<file path="src/rtl/cmp_out_pkg.sv">
package cmp_out_pkg;
  typedef enum logic [1:0] {
    MODE_OFF   = 2'd0,
    MODE_GE    = 2'd1,
    MODE_LE    = 2'd2,
    MODE_PULSE = 2'd3
  } out_mode_e;

  typedef enum logic [1:0] {
    DIR_ANY  = 2'd0,
    DIR_UP   = 2'd1,
    DIR_DOWN = 2'd2,
    DIR_RSV  = 2'd3
  } main_dir_e;
endpackage

</file>
<file path="src/rtl/cmp_core.sv">
module cmp_core #(
  parameter int W = 32
) (
  input  logic [W-1:0] a_i,
  input  logic [W-1:0] b_i,
  output logic         eq_o,
  output logic         ge_o,
  output logic         le_o
);
  logic lt;

  assign eq_o = (a_i == b_i);
  assign lt   = (a_i < b_i);   // unsigned
  assign ge_o = ~lt;
  assign le_o = lt | eq_o;
endmodule

</file>
<file path="src/rtl/pulse_gen.sv">
module pulse_gen #(
  parameter int PW = 8
) (
  input  logic          clk_i,
  input  logic          rst_ni,
  input  logic          en_i,
  input  logic          evt_i,
  input  logic          eq_i,
  input  logic [PW-1:0] len_i,
  input  logic          tick_i,
  output logic          active_o
);
  logic [PW-1:0] timer_q;
  logic          hold_q;

  always_ff @(posedge clk_i or negedge rst_ni) begin
    if (!rst_ni) begin
      timer_q <= '0;
      hold_q  <= 1'b0;
    end else if (!en_i) begin
      timer_q <= '0;
      hold_q  <= 1'b0;
    end else if (evt_i) begin
      if (len_i == '0) begin
        hold_q  <= 1'b1;
        timer_q <= '0;
      end else begin
        hold_q  <= 1'b0;
        timer_q <= len_i;
      end
    end else begin
      if (hold_q && !eq_i) hold_q <= 1'b0;
      if (tick_i && timer_q != '0) timer_q <= timer_q - 1'b1;
    end
  end

  assign active_o = hold_q | (timer_q != '0);

  a_r4_rise_needs_event: assert property (@(posedge clk_i) disable iff (!rst_ni)
    $rose(active_o) |-> $past(evt_i));

  a_r7_reload: assert property (@(posedge clk_i) disable iff (!rst_ni)
    (en_i && evt_i && len_i != '0) |=> (timer_q == $past(len_i)));

  a_r5_hold_drop: assert property (@(posedge clk_i) disable iff (!rst_ni)
    (en_i && hold_q && !eq_i && !evt_i) |=> !hold_q);
endmodule

</file>
<file path="src/rtl/cmp_out_unit.sv">
module cmp_out_unit
  import cmp_out_pkg::*;
#(
  parameter int CW = 32,
  parameter int PW = 8
) (
  input  logic          clk_i,
  input  logic          rst_ni,
  input  logic [CW-1:0] cnt_val_i,
  input  logic          cnt_dir_i,
  input  logic          cnt_upd_i,
  input  logic [CW-1:0] cmp_val_i,
  input  logic [1:0]    mode_i,
  input  logic [PW-1:0] pulse_len_i,
  input  logic [1:0]    main_dir_i,
  input  logic          tick_i,
  input  logic          sts_en_i,
  output logic          out_o,
  output logic          sts_o
);
  out_mode_e mode;
  main_dir_e mdir;
  logic eq, ge, le;
  logic dir_ok, arrive, pulse_act;
  logic lvl_q, sts_q, sts_cond;

  assign mode = out_mode_e'(mode_i);
  assign mdir = main_dir_e'(main_dir_i);

  cmp_core #(.W(CW)) u_cmp (
    .a_i (cnt_val_i),
    .b_i (cmp_val_i),
    .eq_o(eq),
    .ge_o(ge),
    .le_o(le)
  );

  always_comb begin
    unique case (mdir)
      DIR_UP:   dir_ok = cnt_dir_i;
      DIR_DOWN: dir_ok = ~cnt_dir_i;
      default:  dir_ok = 1'b1;
    endcase
  end

  assign arrive = cnt_upd_i & eq & dir_ok;

  pulse_gen #(.PW(PW)) u_pulse (
    .clk_i   (clk_i),
    .rst_ni  (rst_ni),
    .en_i    (mode == MODE_PULSE),
    .evt_i   (arrive),
    .eq_i    (eq),
    .len_i   (pulse_len_i),
    .tick_i  (tick_i),
    .active_o(pulse_act)
  );

  always_comb begin
    unique case (mode)
      MODE_GE: sts_cond = ge;
      MODE_LE: sts_cond = le;
      default: sts_cond = eq;
    endcase
  end

  always_ff @(posedge clk_i or negedge rst_ni) begin
    if (!rst_ni) begin
      lvl_q <= 1'b0;
      sts_q <= 1'b0;
    end else begin
      lvl_q <= (mode == MODE_GE) ? ge : (mode == MODE_LE) ? le : 1'b0;
      if (sts_en_i) sts_q <= sts_cond;
    end
  end

  assign out_o = (mode == MODE_PULSE) ? pulse_act : lvl_q;
  assign sts_o = sts_q;

  a_r1_mode_off: assert property (@(posedge clk_i) disable iff (!rst_ni)
    (mode == MODE_OFF) |=> (mode_i == 2'd3 || !out_o));

  a_r2_ge_high: assert property (@(posedge clk_i) disable iff (!rst_ni)
    (mode == MODE_GE) |=> (mode_i == 2'd3 || out_o == $past(ge)));

  a_r3_le_high: assert property (@(posedge clk_i) disable iff (!rst_ni)
    (mode == MODE_LE) |=> (mode_i == 2'd3 || out_o == $past(le)));

  a_r6_dir_block: assert property (@(posedge clk_i) disable iff (!rst_ni)
    (mode == MODE_PULSE && !dir_ok && !pulse_act) |=> (mode_i != 2'd3 || !out_o));

  a_r8_sts_hold: assert property (@(posedge clk_i) disable iff (!rst_ni)
    !sts_en_i |=> $stable(sts_o));

  a_r10_unsigned: assert property (@(posedge clk_i) disable iff (!rst_ni)
    (mode == MODE_GE && cnt_val_i[CW-1] && !cmp_val_i[CW-1]) |=> (mode_i == 2'd3 || out_o));
endmodule

</file>
<file path="config.mk">
export PLATFORM = sky130hd
export DESIGN_NAME = cmp_out_unit
export DESIGN_NICKNAME = d
export VERILOG_FILES = /design/src/rtl/cmp_out_pkg.sv /design/src/rtl/cmp_core.sv /design/src/rtl/pulse_gen.sv /design/src/rtl/cmp_out_unit.sv
export SDC_FILE = /design/constraint.sdc
export NUM_CORES = 1
export LEC_CHECK = 0
export ABC_AREA = 0
export BUFFER_PORTS_ARGS = -buffer_cell sky130_fd_sc_hd__clkbuf_2
export CAP_MARGIN = 20
export CORE_MARGIN = 2
export CORE_UTILIZATION = 40
export CTS_CLUSTER_DIAMETER = 60
export DETAILED_ROUTE_END_ITERATION = 16
export GPL_TIMING_DRIVEN = 0
export PLACE_DENSITY = 0.84
export SYNTH_ARGS = -nofsm -noshare
export SYNTH_HDL_FRONTEND = slang
export SYNTH_SLANG_ARGS = --single-unit
</file>
<file path="constraint.sdc">
create_clock -name clk_i -period 2.06 [get_ports clk_i]
set_clock_uncertainty 0.05 [all_clocks]
set_input_delay 0.103 -clock clk_i [delete_from_list [all_inputs] [get_ports clk_i]]
set_output_delay 0.103 -clock clk_i [all_outputs]
set_load 0.05 [all_outputs]
</file>
======== After elaboration in Yosys (flattened, before gate mapping) ========
Index checks and enable logic that the tools add are counted.
storage, ports and cells
  output and inout port bits .............. 2
  flip-flop bits (word level) ............. 11
  input port bits ......................... 82
  word-level logic and storage cells ...... 38
operators by class
  order comparisons ....................... 1
  $add $sub $neg .......................... 1
  eq/ne operators ......................... 8
  muxes and demuxes ....................... 13
  reductions and logical operators ........ 5
  bitwise gates (word level) .............. 6
operator list
  operator                                              number
  equality test 32 bit                                  1
  less-than comparator 32 bit                           1
  2-to-1 mux 8 bit                                      4
  logical NOT 8 bit                                     1
  nonzero test 8 bit                                    1
  subtractor 8 x 1 -> 8 bit (second input constant)     1
  2-to-1 mux 1 bit                                      7
  equality test 2 bit (second input constant)           3
  != test 3 bit (second input constant)                 2
  equality test 2 x 1 -> 1 bit (second input constant)  2
  case mux 1 bit (2 select lines)                       2
  bitwise AND 1 bit                                     2
  logical AND 1 bit                                     2
  NOT 1 bit                                             2
  bitwise OR 1 bit                                      2
  logical NOT 1 bit                                     1

======== Logic depth before layout (Yosys ltp) ========
Gate-level depths: netlist of run 1.
  depth after elaboration ................. 6
  gate-level depth with buffers ........... 10
  depth with buffers taken out ............ 8

======== Cells and area by module ========
From an unflattened synthesis of run 1, not the netlist that was laid out.
unflattened totals
  cells, all modules ...................... 204
  area total of the unflattened synthesis .. 1,641.6 sq um
modules (own cells, without submodules)
  module        cells an instance  instances  area an instance (sq um)  sequential area each (sq um)
  cmp_core      111                1          809.5                     0.0
  pulse_gen     71                 1          625.6                     225.2
  cmp_out_unit  22                 1          206.4                     50.0

======== Worst setup path before layout of run 1 ========
No wires, ideal clock.
  path type ............................... flip-flop to flip-flop
  start point ............................. register u_pulse.timer_q[0]
  end point ............................... register u_pulse.timer_q[5]
  buffers on the path ..................... 0
  cell stages (with the launch flop) ...... 9
  clock period less this slack ............ 1.993 ns
  data arrival time ....................... 1.865 ns
  setup slack ............................. 0.067 ns
  required time ........................... 1.933 ns
  setup time .............................. 0.077 ns
  path through ............................ dfrtp_1 > inv_1 > ha_1 > or3b_2 > o21ai_4 > or4_4 > or3_1 > xor2_1 > a21oi_1
between the ends
  cells in the longest elaborated chain, start to end .. 4
  elaborated cells between the ends (all ways) .. 7
  those cells by class .................... add/sub (1); eq/ne (1); mux (3); reduce/logical (2)
RTL lines
  what                       RTL line         text
  start, declared            pulse_gen.sv:13  logic [PW-1:0] timer_q;
  start signal, assigned     pulse_gen.sv:29  timer_q <= len_i;
  start signal, assigned     pulse_gen.sv:33  if (tick_i && timer_q != '0) timer_q <= timer_q - 1'b1;
  subtractor 8 x 1 -> 8 bit  pulse_gen.sv:33
  2-to-1 mux 8 bit           pulse_gen.sv:33
  2-to-1 mux 8 bit           pulse_gen.sv:23  end else if (evt_i) begin
  2-to-1 mux 8 bit           pulse_gen.sv:20  end else if (!en_i) begin
Several ways; a longest one is shown, not always the timed one. The select of a mux whose other input is x is not followed.
A chain may end at the register's enable or synchronous reset.

======== Worst setup path in the final report of run 1 ========
Ends and elaborated chain as after synthesis.

==> results of run 1 <==
metrics by stage:
step | utilization [%] | worst slack [ns] | setup TNS [ns]
floorplan | - | 0.0672 | 0
global placement | 55.4 | -0.0861 | -0.398
detailed placement | 55.4 | -0.111 | -0.605
CTS | 58.3 | 0.00803 | 0
global route | 59.3 | -0.109 | -0.184
finish | 59.3 | -0.0518 | -0.0724
power breakdown:
part	internal, W	switching (W)	leakage, nW	total, W
clock network	0.000136	0.0000835	0.0228	0.000220
logic	0.000487	0.000449	1.13	0.000936
registers	0.000261	0.0000451	0.150	0.000307
final timing paths:
kind,endpoint,cells after the start,slack [ns]
hold reg to reg,sts_o$_DFFE_PN0P_,1,0.46
min in group asynchronous,u_pulse.timer_q[7]$_DFFE_PN0P_,2,0.24
setup reg to reg,u_pulse.timer_q[5]$_DFFE_PN0P_,8,-0.05
hold / removal,sts_o$_DFFE_PN0P_,2,0.07
max in group asynchronous,lvl_q$_DFF_PN0_,2,1.48
setup / recovery,u_pulse.timer_q[5]$_DFFE_PN0P_,8,-0.05
layout make-up:
type / instances / area (um2)
well taps: 48 / 60.1
clock buffers: 4 / 45.0
inverters: 42 / 158
flip-flops and latches: 11 / 275
repair buffers: 90 / 480
plain buffers: 2 / 22.5
multi-input cells: 139 / 1180
fillers: 348 / 1530
logic make-up after synthesis:
group	after synthesis	share of synthesized area, %
AOI/OAI and AO/OA	47	19.4
adders and majority gates	39	30.5
buffers and inverters	44	11.3
xor gates and xnor gates	6	3.29
and+or+nand+nor	45	16.9
muxes	2	1.33
DFF	11	17.2
flip-flops by register name, indices dropped and copies added, names as in the netlist:
name / flops
sts_o: 1
u_pulse.timer_q: 8
u_pulse.hold_q: 1
lvl_q: 1
cell usage in the layout (no fill, tap or decap), types with 6 or more instances in the layout:
cell / n
nand2_1: 7
ha_1: 38
dfrtp_1: 11
nor2_1: 9
a21oi_1: 16
buf_4: 6
o21ai_0: 13
clkbuf_2: 82
inv_1: 40
nand4_1: 6
layer usage:
metal	up-vias	track usage (%)	part of all wire [%]	wire length (um)
met1	756	22.4	45	1740
met4	0	2.81	0.49	19
met3	2	2.00	6.3	245
li1	872	-	-	-
met5	-	0	0	0
met2	59	32.4	49	1910
repair_timing:
| item | CTS | global route |
|---|---|---|
| endpoints found under the hold margin | 11 | 0 |
| setup buffers | 5 | 1 |
| cloned | 0 | 0 |
| hold buffers | 1 | 0 |
| pin swaps | 0 | 3 |
| endpoints found under the setup margin | 3 | 7 |
| gates resized for setup | 5 | 6 |
==> metrics.md, run 1 <==
| Metric | Value |
|---|---|
| Final period utilization | 103% |
| Initial core utilization | 42.7% |
| Critical path class | flop to flop |
| Count of final setup violators | 2 |
| Distinct cells, synth | 40 |
| Syn Inst Count | ~190 |
| Total power | roughly 0.0015 W |
| Crit path max-delay family | simple AND/OR/NAND/NOR gates |
| Hold path startpoint | sts_en_i |
| Minimum clock period | 2.11 ns |
| Clock-pin slew on the worst setup and hold paths | approximately 0.06 ns |
| Synth top area share | between 30% and 40% |
| Vias after detailed routing | roughly 1700 |
| Lkg Pwr | ~1.3 nW |
| Synth area leader | ha_1 |
| Initial antenna violation count | 0 |
| Htree depth | 1 |
| I/O pins | 84 |
| Dpl cell area | a little over 2000 um2 |
| Nets | between 400 and 500 |
| Sequential-to-total area share from yosys stat | 17.2% |
| Syn Std Cell Area | around 1600 um2 |
| Worst setup path start | u_pulse.timer_q[0]$_DFFE_PN0P_ |
| Syn Area/Cell | 8.24 um2 |
| Power per cell area | ~660 nW/um2 |
| Yosys warning total | 0 |
| Fraction of layout cells with a size suffix above 1 | 37.8% |
| Slew HR | 69.7% |
| GRT Residual Overflow | 0 |
| Syn Nets | 315 |
| Total CTS buffers | 3 |
| Worst path max stage delay | around 0.42 ns |
| Final Worst Setup Slack | -0.0518 ns |
| Aggregate global-route resource usage | between 10% and 20% |
| Vias in the first global route | 1577 |
| Slew @ Worst Pin | about 0.45 ns |
| F_max | about 470 MHz |
| Drt via density | about 5 |
| CP cell instances | inv_2 > ha_4 > or3b_4 > o21ai_4 > or4_4 > or3_1 > xor2_1 > a21oi_1 |
| Hold Crit Class | input port to flop |
| Area grow syn2layout | 38.8% |
| # clock sinks | 11 |
| Final Hold Slack | 0.0730 ns |
| Post-synth EDFFs | 0 |
| Root Buffer | clkbuf_8 |
| Reg2reg start | u_pulse.timer_q[0]$_DFFE_PN0P_ |
| HPWL reported at the end of detailed placement | 3.18 mm |
| Largest net degree at the start of global routing | 12 |
| Detailed Route WL | approximately 3.9 mm |
| Die Wd | 67.2 um |
| Clock latency on the worst-skew pair | around 0.24 ns |
| CP Data Arrival Time | approximately 2.2 ns |
| Chip height | just under 70 um |
| Rows | 22 |
| Outcome | finished with violations |
| Critical Path RT | 2.12 ns |
| Port bufs | 83 |
| Slew Limit Fails | 0 |
| Clk buf depth | 2 |
| Top cells by area, synth | ha_1 31%, dfrtp_1 17%, inv_1 9.9% |
| Violated checks | negative setup slack |
| Synth top cells by count | 42 x inv_1, 39 x ha_1, 16 x a21oi_1 |
| Global-route wire length before repair | around 6.3 mm |
| Synth Flop Type | dfrtp_1 |
| CP Capture Type | flop |
| Drt wl/cell | approximately 12 um |
| Drt drc | 0 |
| RSZ-0062 raised after global routing | yes |
| Antenna-violating nets left | 0 |
| Core area | between 3000 and 4000 um2 |
| Antenna diodes | 0 |
| Post-Place Cells | approximately 330 |
| Detailed-router iteration count before antenna repair | 4 |
| Async set or reset register ratio after synthesis | 100% |
| Final Hold Vio Count | 0 |
| Post-Layout Cell Count | 336 |
| Startpoint types | flop |
| Placer Congestion | around 0.85 |
| Top-count cell post-synth | inv_1 |
| Register bit total from synthesis | 11 |
| Buf/Inv on CP | 1 |
| Max IR drop VDD | around 0.36 mV |
| CP Max Fanout | 3 |
| CTS tree | built |
| Design area | approximately 2200 um2 |
| DRT iter0 DRCs | between 40 and 50 |
| Slowest CP cell | or4_4 |
| Die area | about 4500 um2 |
| Max Cap Viol | 0 |
No activity file was read; power rests on OpenSTA's default activity.
==> run 2, diff against run 1 <==
==> constraint.sdc (replaced) <==
create_clock -name clk_i -period 1.9 [get_ports clk_i]
set_clock_uncertainty 0.05 [all_clocks]
set_input_delay 0.095 -clock clk_i [delete_from_list [all_inputs] [get_ports clk_i]]
set_output_delay 0.095 -clock clk_i [all_outputs]
set_load 0.05 [all_outputs]
==> run 2 against run 1 <==
The flow still finishes with violations (negative setup slack). Worst hold slack lost 0.019 ns. Sequential cell count did not move. Total power rose by 12%. Wire length increased by 3.5%. Sequential power rose by 6.5%. Utilization up 2.6 points. Die area did not move. Critical path type unchanged.
==> metrics.md, run 2 (synthesis gave the netlist of run 1 again) <==
| Metric | Value |
|---|---|
| Outcome | finished with violations |
| Violated checks | negative setup slack |
| Most frequent cells in the layout | 82 x clkbuf_2, 40 x inv_1, 35 x ha_1 |
| Pre-CTS setup slack | -0.276 ns (-0.165 ns) |
| Worst path max stage delay | 0.44 ns (+0.02 ns) |
| CP Data Arrival Time | 2.14 ns (-0.03 ns) |
| Max Cap Viol | 0 (unchanged) |
| Final Worst Setup Slack | -0.160 ns (-0.108 ns) |
| Comb power frac | 65.2% (+1.2 points) |
| Critical path class | flop to flop |
| Fillers | 328 (-5.7%) |
| Die area | 4520 um2 (unchanged) |
| Fraction of layout cells with a size suffix above 1 | 41.8% (+3.9 points) |
| Count of final setup violators | 5 (+3) |
| Drt via density | 4.96 (-1.4%) |
| Root Buffer | clkbuf_8 |
| Post-Place Cells | 325 (unchanged) |
| Nets | 414 (+0.98%) |
| Detailed-router iteration count before antenna repair | 4 (unchanged) |
| Core area | 3740 um2 (unchanged) |
| Area grow syn2layout | 44.9% |
| Post-Layout Cell Count | 340 (+1.2%) |
| Lkg Pwr | 1.33 nW (+1.9%) |
| Rows | 22 (unchanged) |
| Final period utilization | 108% (+5.9 points) |
| CTS tree | built |
| Slew @ Worst Pin | 0.392 ns (-0.0576 ns) |
| Detailed Route WL | 4.04 mm (+3.5%) |
| Top reg by flops | u_pulse.timer_q |
| Final Hold Vio Count | 0 (unchanged) |
| Clock latency on the worst-skew pair | 0.25 ns (about the same) |
| Slowest CP cell | or4_4 |
| Placer Congestion | 0.855 (about the same) |
| P_int | 0.000993 W (+12%) |
| Minimum clock period | 2.06 ns (-0.0522 ns) |
| CP Capture Type | flop |
| Psw | 0.000638 W (+10%) |
| Crit path max-delay family | simple AND/OR/NAND/NOR gates |
| F_max | 486 MHz (+2.5%) |
| Largest net degree at the start of global routing | 12 (unchanged) |
| I/O pins | 84 (unchanged) |
| Clock Power Share | 14.8% (-0.2 points) |
| Buf/Inv on CP | 1 (unchanged) |
| Max IR drop VDD | 0.312 mV (-14%) |
| Switch share | 39.1% (-0.39 points) |
| CP Max Fanout | 3 (unchanged) |
| Total CTS buffers | 3 (unchanged) |
| Slew Limit Fails | 0 (unchanged) |
| Htree depth | 1 (unchanged) |
| # clock sinks | 11 (unchanged) |
| Vias after detailed routing | 1685 (-0.24%) |
| RSZ-0062 raised after global routing | yes |
| Sequential power share | 20.1% (-0.9 points) |
| Global-route wire length before repair | 6.27 mm (-0.87%) |
| Antenna diodes | 0 (unchanged) |
| GRT Residual Overflow | 0 (unchanged) |
| Power per cell area | 704 nW/um2 (+6.9%) |
| Initial core utilization | 42.7% (unchanged) |
| Total power | 0.00163 W (+12%) |
| Most common cell after layout, fill and taps aside | clkbuf_2 |
| Vias in the first global route | 1616 (+2.5%) |
| Max FFs per register | 8 (unchanged) |
| Initial antenna violation count | 0 (unchanged) |
| Antenna-violating nets left | 0 (unchanged) |
| DRT iter0 DRCs | 73 (+78%) |
| Chip height | 67.2 um (unchanged) |
| Hold Crit Class | input port to flop |
| CP cell instances | inv_2 > ha_4 > or3b_4 > o21ai_4 > or4_4 > or3_4 > xor2_1 > a21oi_1 |
| Critical Path RT | 1.98 ns (-0.14 ns) |
| Port bufs | 83 (unchanged) |
| HPWL reported at the end of detailed placement | 3.11 mm (-2.3%) |
| Drt wl/cell | 11.9 um (+2.2%) |
| Startpoint types | flop |
| Clock-pin slew on the worst setup and hold paths | 0.05 ns (about the same) |
| Drt drc | 0 (unchanged) |
| Aggregate global-route resource usage | 17.4% (-0.19 points) |
| Clk buf depth | 2 (unchanged) |
| Die Wd | 67.2 um (unchanged) |
| Slew HR | 73.6% (+3.8 points) |
run 2: cell count changes in the layout (fill, tap and decap cells not counted), sizes merged:
cell  change
buf       +4
run 2: path summary, 6_finish.rpt:
kind | startpoint | end | slack, ns | cells past startpoint
max | u_pulse.timer_q[0]$_DFFE_PN0P_ | u_pulse.timer_q[5]$_DFFE_PN0P_ | -0.16 | 8
min | sts_en_i | sts_o$_DFFE_PN0P_ | 0.05 | 2
max reg2reg | u_pulse.timer_q[0]$_DFFE_PN0P_ | u_pulse.timer_q[5]$_DFFE_PN0P_ | -0.16 | 8
min reg2reg | sts_o$_DFFE_PN0P_ | sts_o$_DFFE_PN0P_ | 0.46 | 1
max in group asynchronous | rst_ni | lvl_q$_DFF_PN0_ | 1.38 | 2
min in group asynchronous | rst_ni | u_pulse.timer_q[3]$_DFFE_PN0P_ | 0.21 | 2
run 2: per-layer routing:
layer  routed length [um]  vias up  part of all wire, %  track usage, %
met5                    0        -                    0               0
met4                   76        0                  1.9            4.59
met3                  281        6                  6.9            3.17
met2                 2040       63                   50            30.8
met1                 1650      737                   41            21.7
li1                     -      879                    -               -
run 2: per-stage QoR:
| step | util (%) | setup TNS [ns] | cell area, um2 | hold WS, ns |
|---|---|---|---|---|
| 2_1_floorplan | - | -0.115 | 1600 | -0.251 |
| 3_3_place_gp | 55.4 | -1.85 | 2070 | -0.0670 |
| 3_5_place_dp | 55.4 | -1.91 | 2070 | -0.0695 |
| 4_1_cts | 59.0 | -0.279 | 2210 | 0.0531 |
| 5_1_grt | 61.9 | -0.950 | 2320 | 0.0691 |
| 6_report | 61.9 | -0.331 | 2320 | 0.0540 |
run 2: what timing repair did:
item | in CTS | in global routing
endpoints found under the setup margin | 7 | 9
cloned | 0 | 0
pin swaps | 4 | 10
hold endpoints to repair | 11 | 0
setup buffers | 6 | 4
hold buffers | 1 | 0
resized for setup | 8 | 15
run 2: cell type report:
type / instances / area [um2] / area share (%)
Multi-Input combinational cell: 139 / 1240 / 53.6
Timing Repair Buffer: 94 / 514 / 22.2
Sequential cell: 11 / 275 / 11.9
Inverter: 42 / 158 / 6.81
Tap cell: 48 / 60.1 / 2.59
Clock buffer: 4 / 45.0 / 1.94
Buffer: 2 / 22.5 / 0.972
run 2: worst reg2reg max path, delay by kind of cell, from the launching register on:
kind	cells	cell delay [ns]
compound gates	2	0.14
xor+xnor	1	0.15
fa+ha+maj	1	0.15
buf+inv	1	0.06
flops	1	0.36
simple gates	3	1.03
run 2: power groups by stage:
| stage | sequential, W | combinational, W | clock (W) |
|---|---|---|---|
| detailed placement | 0.000329 | 0.000789 | 0 |
| finish | 0.000327 | 0.00106 | 0.000241 |
| global route | 0.000335 | 0.00116 | 0.000253 |
| floorplan | 0.000327 | 0.000592 | 0 |
| global placement | 0.000327 | 0.000774 | 0 |
| CTS | 0.000323 | 0.000941 | 0.000245 |
